===== config.mk =====
export PLATFORM = sky130hd
export DESIGN_NAME = posit_decoder
export DESIGN_NICKNAME = d
export VERILOG_FILES = /design/src/rtl/posit_dec_pkg.sv /design/src/rtl/posit_magnitude.sv /design/src/rtl/posit_regime_scan.sv /design/src/rtl/posit_field_split.sv /design/src/rtl/posit_decoder.sv
export SDC_FILE = /design/constraint.sdc
export NUM_CORES = 1
export LEC_CHECK = 0
export CAP_MARGIN = 30
export CORE_ASPECT_RATIO = 0.6
export CORE_UTILIZATION = 31
export CTS_BUF_LIST = sky130_fd_sc_hd__clkbuf_8
export DETAILED_ROUTE_END_ITERATION = 8
export DONT_BUFFER_PORTS = 1
export SLEW_MARGIN = 40
export SYNTH_ARGS = -nofsm -noshare
export SYNTH_HDL_FRONTEND = slang
export SYNTH_SLANG_ARGS = --single-unit

===== constraint.sdc =====
create_clock -name clk -period 23.2 [get_ports clk]
set_input_delay 6.96 -clock clk [delete_from_list [all_inputs] [get_ports clk]]
set_output_delay 6.96 -clock clk [all_outputs]
set_load 0.02 [all_outputs]

===== src/rtl/posit_dec_pkg.sv =====
package posit_dec_pkg;

    // Class bits captured alongside the decoded fields
    typedef struct packed {
        logic sign;
        logic zero;
        logic nar;
    } pd_class_t;

    // Widest fraction: sign, a two-bit regime and the exponent are always spent
    function automatic int frac_bits(input int n, input int es);
        return n - 3 - es;
    endfunction

    function automatic int exp_bits(input int es);
        return (es > 0) ? es : 1;
    endfunction

endpackage


===== src/rtl/posit_magnitude.sv =====
module posit_magnitude #(
    parameter int N = 16
) (
    input  logic [N-1:0] word,
    output logic [N-2:0] body
);
    logic [N-1:0] neg;

    always_comb begin
        neg  = word[N-1] ? (~word + 1'b1) : word;
        body = neg[N-2:0];
    end
endmodule


===== src/rtl/posit_regime_scan.sv =====
module posit_regime_scan #(
    parameter int N  = 16,
    localparam int BW = N - 1,
    localparam int MW = $clog2(BW + 1),
    localparam int KW = MW + 1
) (
    input  logic [BW-1:0]        body,
    output logic signed [KW-1:0] k,
    output logic [BW-1:0]        rest,
    output logic [MW-1:0]        avail
);
    logic [MW-1:0] run_len;
    logic          open;
    logic          full;

    always_comb begin
        run_len = '0;
        open    = 1'b1;
        for (int i = BW - 1; i >= 0; i--) begin
            if (open && (body[i] == body[BW-1]))
                run_len = run_len + 1'b1;
            else
                open = 1'b0;
        end
    end

    always_comb begin
        full = (run_len == MW'(BW));
        if (body[BW-1])
            k = $signed({1'b0, run_len}) - KW'(1);
        else
            k = -$signed({1'b0, run_len});
        if (full) begin
            rest  = '0;
            avail = '0;
        end else begin
            rest  = body << (run_len + 1'b1);
            avail = MW'(BW - 1) - run_len;
        end
    end
endmodule


===== src/rtl/posit_field_split.sv =====
module posit_field_split #(
    parameter int N  = 16,
    parameter int ES = 3,
    localparam int BW = N - 1,
    localparam int MW = $clog2(BW + 1),
    localparam int EW = posit_dec_pkg::exp_bits(ES),
    localparam int FW = posit_dec_pkg::frac_bits(N, ES),
    localparam int LW = $clog2(FW + 1)
) (
    input  logic [BW-1:0] rest,
    input  logic [MW-1:0] avail,
    output logic [EW-1:0] exp_f,
    output logic [FW-1:0] frac,
    output logic [LW-1:0] frac_len
);
    logic [BW-1:0] after_exp;

    generate
        if (ES > 0) begin : g_exp
            always_comb begin
                exp_f     = EW'(rest >> (BW - ES));
                after_exp = rest << ES;
            end
        end else begin : g_noexp
            always_comb begin
                exp_f     = '0;
                after_exp = rest;
            end
        end
    endgenerate

    always_comb begin
        frac = FW'(after_exp >> (BW - FW));
        if (avail > MW'(ES))
            frac_len = LW'(avail - MW'(ES));
        else
            frac_len = '0;
    end
endmodule


===== src/rtl/posit_decoder.sv =====
module posit_decoder #(
    parameter int N  = 16,
    parameter int ES = 3,
    localparam int BW = N - 1,
    localparam int MW = $clog2(BW + 1),
    localparam int KW = MW + 1,
    localparam int EW = posit_dec_pkg::exp_bits(ES),
    localparam int FW = posit_dec_pkg::frac_bits(N, ES),
    localparam int LW = $clog2(FW + 1)
) (
    input  logic                 clk,
    input  logic                 rst,
    input  logic                 in_valid,
    output logic                 in_ready,
    input  logic [N-1:0]         in_word,
    output logic                 out_valid,
    input  logic                 out_ready,
    output logic                 out_sign,
    output logic                 out_zero,
    output logic                 out_nar,
    output logic signed [KW-1:0] out_k,
    output logic [EW-1:0]        out_exp,
    output logic [FW-1:0]        out_frac,
    output logic [LW-1:0]        out_frac_len
);
    import posit_dec_pkg::*;

    logic [BW-1:0]        body;
    logic signed [KW-1:0] k_raw;
    logic [BW-1:0]        rest;
    logic [MW-1:0]        avail;
    logic [EW-1:0]        exp_raw;
    logic [FW-1:0]        frac_raw;
    logic [LW-1:0]        len_raw;
    pd_class_t            cls_d, cls_q;
    logic                 special;
    logic                 take;

    posit_magnitude #(.N(N)) u_mag (
        .word (in_word),
        .body (body)
    );

    posit_regime_scan #(.N(N)) u_regime (
        .body  (body),
        .k     (k_raw),
        .rest  (rest),
        .avail (avail)
    );

    posit_field_split #(.N(N), .ES(ES)) u_split (
        .rest     (rest),
        .avail    (avail),
        .exp_f    (exp_raw),
        .frac     (frac_raw),
        .frac_len (len_raw)
    );

    always_comb begin
        cls_d.sign = in_word[N-1];
        cls_d.zero = (in_word == '0);
        cls_d.nar  = (in_word == {1'b1, {(N-1){1'b0}}});
        special    = cls_d.zero | cls_d.nar;
    end

    assign in_ready = ~out_valid | out_ready;
    assign take     = in_valid & in_ready;

    always_ff @(posedge clk) begin
        if (rst) begin
            out_valid    <= 1'b0;
            cls_q        <= '0;
            out_k        <= '0;
            out_exp      <= '0;
            out_frac     <= '0;
            out_frac_len <= '0;
        end else if (take) begin
            out_valid    <= 1'b1;
            cls_q        <= cls_d;
            out_k        <= special ? '0 : k_raw;
            out_exp      <= special ? '0 : exp_raw;
            out_frac     <= special ? '0 : frac_raw;
            out_frac_len <= special ? '0 : len_raw;
        end else if (out_ready) begin
            out_valid    <= 1'b0;
        end
    end

    assign out_sign = cls_q.sign;
    assign out_zero = cls_q.zero;
    assign out_nar  = cls_q.nar;

    // an accepted word is presented on the next cycle
    a_r8_accept: assert property (@(posedge clk) disable iff (rst)
        (in_valid && in_ready) |=> out_valid);

    // a consumed result with nothing new behind it empties the stage
    a_r8_drain: assert property (@(posedge clk) disable iff (rst)
        (out_valid && out_ready && !in_valid) |=> !out_valid);

    // stalled outputs hold
    a_r9_hold: assert property (@(posedge clk) disable iff (rst)
        (out_valid && !out_ready) |=> (out_valid && $stable(out_k) && $stable(out_exp)
            && $stable(out_frac) && $stable(out_frac_len) && $stable(out_sign)));

    // sign follows the top bit of the accepted word
    a_r1_sign: assert property (@(posedge clk) disable iff (rst)
        (in_valid && in_ready) |=> (out_sign == $past(in_word[N-1])));

    // the two special words never coincide
    a_r7_excl: assert property (@(posedge clk) disable iff (rst)
        out_valid |-> !(out_zero && out_nar));

    // exception output carries empty fields
    a_r7_fields: assert property (@(posedge clk) disable iff (rst)
        (out_valid && out_nar) |-> (out_k == '0 && out_frac_len == '0 && out_sign));

    // zero output carries empty fields
    a_r6_fields: assert property (@(posedge clk) disable iff (rst)
        (out_valid && out_zero) |-> (out_k == '0 && out_exp == '0 && out_frac == '0 && !out_sign));

    // fraction length never exceeds the field
    a_r4_len: assert property (@(posedge clk) disable iff (rst)
        out_valid |-> (int'(out_frac_len) <= FW));
endmodule


==> run metrics, run 1 <==
Detailed Route WL=9922 um; period utilization=63.30%; Antenna Diode Count=0; clk slew on worst S/H paths=0.08 ns; DRC Markers=0; Die Height=83.43 um; peak fanout along the critical path=23; share of layout cells above drive strength 1=8.257%; Unique masters post-synth=76; postcts setup bufs=0; post-synthesis compound-gate area fraction=28.60%; switching pwr=0.0001004 W; Post-Synth XOR/XNOR Area=9.459%; Crit Path Class=in -> reg; post-route cell area=0.003546 mm2; clock sinks=26; Critical Path Sink Type=register; DRT Pass-1 Iters=5; clock latency on the worst-skew pair=0.27 ns; register bit total from synthesis=26; via density per instance=5.965; row count=29; static leakage=1.315 nW; number of synthesized flops with an enable pin=0; sequential power share=28.7%; Synth area leader=dfxtp_1; dpl ws=8.328 ns; via count=3430; R2R Path End=out_frac_len[1]$_SDFFE_PP0P_; CP top delay family=simple AND/OR/NAND/NOR gates; Placer Congestion=0.9125; Net Sw Frac=44.91%; Pwr Total=0.0002235 W; crit path from=in_word[5]; largest family of logic cells by synthesized area=compound AO/OA/AOI/OAI gates; vias in the first global route=3208; CTS Buf Count=3; drt initial violations=357; Mapped Cells=459; Core Area=0.01067 mm2; hold buffer count at CTS=0; Final WS setup=8.513 ns; Area growth syn-to-layout=3.506%; CTS root buf=clkbuf_8; combinational power share=55.0%; CP dominant cell by count=ha_1; Clock power frac=16.3%; wire per inst=17.26 um; GRT overflow=0; R2R Setup Slk=21.02 ns; fmax=68.09 MHz; status=finished, final reports clean; initial antenna violation count=0; RSZ-0062 raised after global routing=no; Worst Reg-to-Reg Cells=5; maximum vdd drop=0.00004426 V; maximum root-to-sink buffer count=2; placed inst area=0.003472 mm2; CP arrival=14.83 ns; HPWL Detailed=7905 um; input/output buffers=0; RR Startpoint=out_valid$_SDFFE_PP0P_; syn_nets=490; first-pass GRT wire length=16440 um; top_reg_cell synth=dfxtp_1; nets@finish=468; power per cell area=63.02 mW/mm2; CP startpoint kind=input port; slew margin rel.=42.79%; Initial Util=32.11%; largest net degree at the start of global routing=26; crit path buf inv count=3; Worst path slowest cell=nor4_4; Worst Path Required=23.34 ns; Setup-failing EPs final=0; CP max stage delay=0.67 ns; critical path depth in cells=30; final hold viol count=0; max-cap violations=0; Mapped Area=0.003426 mm2; post-cts resize count=0; sequential fraction of the synthesis area=15.19%; P_int=0.0001231 W; Fin Setup TNS=0 ns; post-layout min period=14.69 ns; aggregate global-route resource usage=17.69%; Avg Cell Area, Syn=7.464 um2; I/O pins=47; Final Slew Violations=0; top-area cell type share of the netlist area=15.19%; Worst Setup EP=out_exp[1]$_SDFFE_PP0P_; Async SR Flop Fraction=0%; transition time of the tightest slew-check pin=0.8505 ns; adder-cell area share of the yosys netlist=4.018%; Die Span X=137.7 um; mux share of post-synthesis cell area=9.825%; Post-Synth Simple-Gate Area=26.44%; Synth warnings=0; H-tree depth=1; die area=0.01149 mm2; CTS tree=built; synth top area cells=dfxtp_1, mux2i_1, nand2_1; HP Class=reg -> reg; Final Skew=0.01028 ns; remaining antenna violation count after routing=0
==> per-layer routing <==
layer | share of wire (%) | routed length (um) | global-route usage, % | vias to the layer above
met3 | 9.0 | 892 | 3.663 | 8
met1 | 49 | 4849 | 26.72 | 1618
met2 | 41 | 4113 | 25.90 | 134
li1 | - | - | - | 1670
met5 | 0 | 0 | 0 | -
met4 | 0.66 | 65 | 2.273 | 0
==> stage by stage <==
step	util [%]	instances	hold WS (ns)
6_report	33.24	575	0.5542
5_1_grt	33.24	575	0.5743
4_1_cts	33.22	575	0.5552
3_5_place_dp	32.55	571	0.5423
3_3_place_gp	32.55	571	0.5396
2_1_floorplan	-	459	0.5252
==> cell usage after synthesis, drive strengths merged, types with 6 or more instances <==
cell     number
nor4          6
a211oi       11
ha           11
buf          22
nand2        53
o2111ai      10
xor2         12
dfxtp        26
nand3        18
clkbuf        9
nand4         8
nor2         35
a21oi        34
xnor2        18
o21ai        23
nor2b         6
nor3         13
mux2i        28
inv          15
==> flip-flops by register name, summed over array words and instances, names as in the netlist <==
register      cells
out_zero          1
out_exp           3
out_valid         1
out_frac         10
out_k             5
out_frac_len      4
out_sign          1
out_nar           1
==> how the worst min path moves through the flow <==
stage                                  from                           end  cells past startpoint
3_3_place_gp   out_frac_len[1]$_SDFFE_PP0P_  out_frac_len[1]$_SDFFE_PP0P_                      2
2_1_floorplan  out_frac_len[2]$_SDFFE_PP0P_  out_frac_len[2]$_SDFFE_PP0P_                      2
4_1_cts        out_frac_len[1]$_SDFFE_PP0P_  out_frac_len[1]$_SDFFE_PP0P_                      2
6_report           out_frac[7]$_SDFFE_PP0P_      out_frac[7]$_SDFFE_PP0P_                      2
3_5_place_dp   out_frac_len[1]$_SDFFE_PP0P_  out_frac_len[1]$_SDFFE_PP0P_                      2
5_1_grt            out_frac[0]$_SDFFE_PP0P_      out_frac[0]$_SDFFE_PP0P_                      2
==> power groups by stage <==
stage,combinational (W),sequential [W],clock [W]
floorplan,0.0000990,0.0000638,0
global placement,0.000117,0.0000652,0
detailed placement,0.000120,0.0000655,0
CTS,0.000120,0.0000644,0.0000372
global route,0.000136,0.0000654,0.0000397
finish,0.000123,0.0000641,0.0000364
==> placed cells by master (no fill, tap or decap), types with 4 or more instances in the layout <==
cell type,count
a211o_1,4
a211oi_1,11
a21oi_1,34
a31oi_1,4
and2_1,5
and3_1,5
buf_4,4
dfxtp_1,26
ha_1,11
inv_1,14
mux2i_1,28
nand2_1,53
nand2b_1,4
nand3_1,18
nand4_1,8
nor2_1,33
nor2b_1,6
nor3_1,13
nor4_1,4
o2111ai_1,10
o21ai_0,13
o21ai_1,10
o22ai_1,5
or2_2,4
xnor2_1,16
xor2_1,11
==> worst reg2reg max path, cell delays in order (launching register included) <==
cell,delay [ns]
dfxtp_1,0.38
nand2b_1,0.26
nand2_1,0.43
nor2_2,0.62
o2111ai_1,0.25
a21oi_1,0.18
==> layout make-up <==
type                            count  area (um2)
Fill cell                        1138        7122
Multi-Input combinational cell    387        2694
Sequential cell                    26       520.5
Tap cell                          139       173.9
Inverter                           15       56.30
Clock buffer                        3       41.29
Clock inverter                      1       30.03
Timing Repair Buffer                4       30.03
==> logic make-up (layout without fill, tap and decap cells) <==
group	count (synthesis)	count (layout)
multiplexers	32	32
XOR/XNOR	31	31
AND/OR/NAND/NOR	175	175
flip-flops	26	26
buffers and inverters	46	23
AO/OA/AOI/OAI	138	138
adder cells (fa/ha/maj)	11	11
(Power assumes the default switching activity.)
==> run 2: changes to the inputs <==
- clock period: 23.2 -> 12.2 ns (I/O delays scaled with it)
==> run 2 against run 1 <==
Utilization grew 0.14 points. Sequential share of layout area shrank 0.062 points. Register-to-register slack got worse by 11 ns. Clock power is 96% higher. Combinational power is 91% higher. Sequential cell count did not move. Critical path type unchanged. Highest routed layer unchanged.
==> run metrics, run 2 (synthesized netlist as in run 1, its figures left out) <==
clk slew on worst S/H paths=0.08 ns (about the same); Final Slew Violations=0 (unchanged); Pwr Total=0.0004285 W (+92%); status=finished, final reports clean; period utilization=92.91%; static leakage=1.325 nW (+0.79%); Critical Path Sink Type=register; HP Class=reg -> reg; GRT overflow=0 (unchanged); first-pass GRT wire length=16670 um (+1.4%); CTS root buf=clkbuf_8; fmax=88.22 MHz; Core Area=0.01067 mm2 (unchanged); nets@finish=470 (+0.43%); die area=0.01149 mm2 (unchanged); H-tree depth=1 (unchanged); input/output buffers=0 (unchanged); Clock power frac=16.7% (+0.4 points); Die Height=83.43 um (unchanged); Die Span X=137.7 um (unchanged); hold_sp=out_frac[8]$_SDFFE_PP0P_; DRC Markers=0 (unchanged); aggregate global-route resource usage=17.95% (+0.26 points); CP max stage delay=0.57 ns (-0.10 ns); maximum root-to-sink buffer count=2 (unchanged); via density per instance=6.099 (+2.2%); switching pwr=0.0001935 W (+93%); commonest cells after routing, fill and taps aside=nand2_1, a21oi_1, nor2_1, mux2i_1, dfxtp_1; row count=29 (unchanged); P_int=0.0002350 W (+91%); Antenna Diode Count=0 (unchanged); maximum vdd drop=0.00006777 V (+53%); crit path from=in_word[0]; CTS tree=built; Setup-failing EPs final=0 (unchanged); remaining antenna violation count after routing=0 (unchanged); sequential power share=28.5% (-0.2 points); Seq. cell area=520.5 um2 (unchanged); Area growth syn-to-layout=3.945%; vias in the first global route=3199 (-0.28%); post-layout min period=11.33 ns; DRT Pass-1 Iters=5 (unchanged); final hold viol count=0 (unchanged); Placer Congestion=0.9163 (+0.42%); area of the multi-input gates=0.002694 mm2 (unchanged); post-cts resize count=0 (unchanged); slew margin rel.=46.76% (+4.0 points); RR Startpoint=out_valid$_SDFFE_PP0P_; clock sinks=26 (unchanged); Final Skew=0.006313 ns (-0.003964 ns); CTS Buf Count=3 (unchanged); CP dominant cell by count=ha_1; Crit Path Class=in -> reg; initial antenna violation count=0 (unchanged); Worst path slowest cell=mux4_2; max-cap violations=0 (unchanged); share of layout cells above drive strength 1=8.676% (+0.42 points); most common cell after layout, fill and taps aside=nand2_1; drt initial violations=365 (+2.2%); largest registers=out_frac (10), out_k (5), out_frac_len (4); Net Sw Frac=45.16% (+0.25 points); largest net degree at the start of global routing=26 (unchanged); power per cell area=120.3 mW/mm2 (+91%); RSZ-0062 raised after global routing=no; Initial Util=32.11% (unchanged); CP startpoint kind=input port; via count=3519 (+2.6%); max reg flops=10 (unchanged); HPWL Detailed=8033 um (+1.6%); R2R Setup Slk=10.01 ns (-11.01 ns); clock latency on the worst-skew pair=0.28 ns (about the same); peak fanout along the critical path=23 (unchanged); wire per inst=17.63 um (+2.2%); transition time of the tightest slew-check pin=0.7937 ns (-0.05674 ns); Detailed Route WL=10170 um (+2.5%); postcts setup bufs=0 (unchanged); hold buffer count at CTS=0 (unchanged); combinational power share=54.9% (about the same); Worst Path Required=12.35 ns (-10.99 ns); CP arrival=11.48 ns (-3.35 ns); Fin Setup TNS=0 ns (unchanged); FILL cells=1119 (-1.7%); I/O pins=47 (unchanged); Biggest register=out_frac
[run 2: cell count changes in the layout (fill, tap and decap cells not counted), sizes merged]
cell,delta
buf,+2
[run 2: final timing paths]
| check | endpoint | depth (start not counted) |
|---|---|---|
| worst max-delay path | out_exp[1]$_SDFFE_PP0P_ | 31 |
| worst min-delay path | out_frac[8]$_SDFFE_PP0P_ | 2 |
| worst max register to register | out_frac_len[2]$_SDFFE_PP0P_ | 5 |
| worst min register to register | out_frac[8]$_SDFFE_PP0P_ | 2 |
[run 2: through the flow]
step / util (%) / worst slack (ns) / std cells / hold WS (ns) / cell area, um2
after floorplan: - / 1.619 / 459 / 0.5252 / 3426
after global placement: 32.69 / 1.198 / 573 / 0.5392 / 3487
after detailed placement: 32.69 / 0.7445 / 573 / 0.5401 / 3487
after CTS: 33.36 / 1.037 / 577 / 0.5533 / 3558
after global routing: 33.38 / 0.3685 / 577 / 0.5676 / 3561
final: 33.38 / 0.8650 / 577 / 0.5495 / 3561
[run 2: metal layers]
metal / track usage, % / share of wire (%)
met1: 27.28 / 47
met2: 25.58 / 41
met3: 3.724 / 11
met4: 3.360 / 1.2
met5: 0 / 0
[run 2: area by class of cell]
type	instances	area share [%]
clock inverters	1	0.8433
well taps	139	4.884
multi-input cells	387	75.65
inverters	15	1.581
clock buffers	3	1.160
repair buffers	6	1.265
flip-flops and latches	26	14.62
[run 2: power by group through the flow]
| stage | clock network [W] | logic, W | registers (W) |
|---|---|---|---|
| 2_1_floorplan | 0 | 0.000188 | 0.000121 |
| 3_3_place_gp | 0 | 0.000225 | 0.000124 |
| 3_5_place_dp | 0 | 0.000229 | 0.000124 |
| 4_1_cts | 0.0000728 | 0.000230 | 0.000122 |
| 5_1_grt | 0.0000755 | 0.000257 | 0.000124 |
| 6_report | 0.0000714 | 0.000235 | 0.000122 |
[run 2: critical path, delay by kind of cell]
kind / cells / cell delay [ns]
muxes: 4 / 1.24
AOI/OAI and AO/OA: 8 / 2.01
xor gates and xnor gates: 3 / 1.20
buffers and inverters: 4 / 0.49
and+or+nand+nor: 7 / 1.24
adders and majority gates: 5 / 1.61
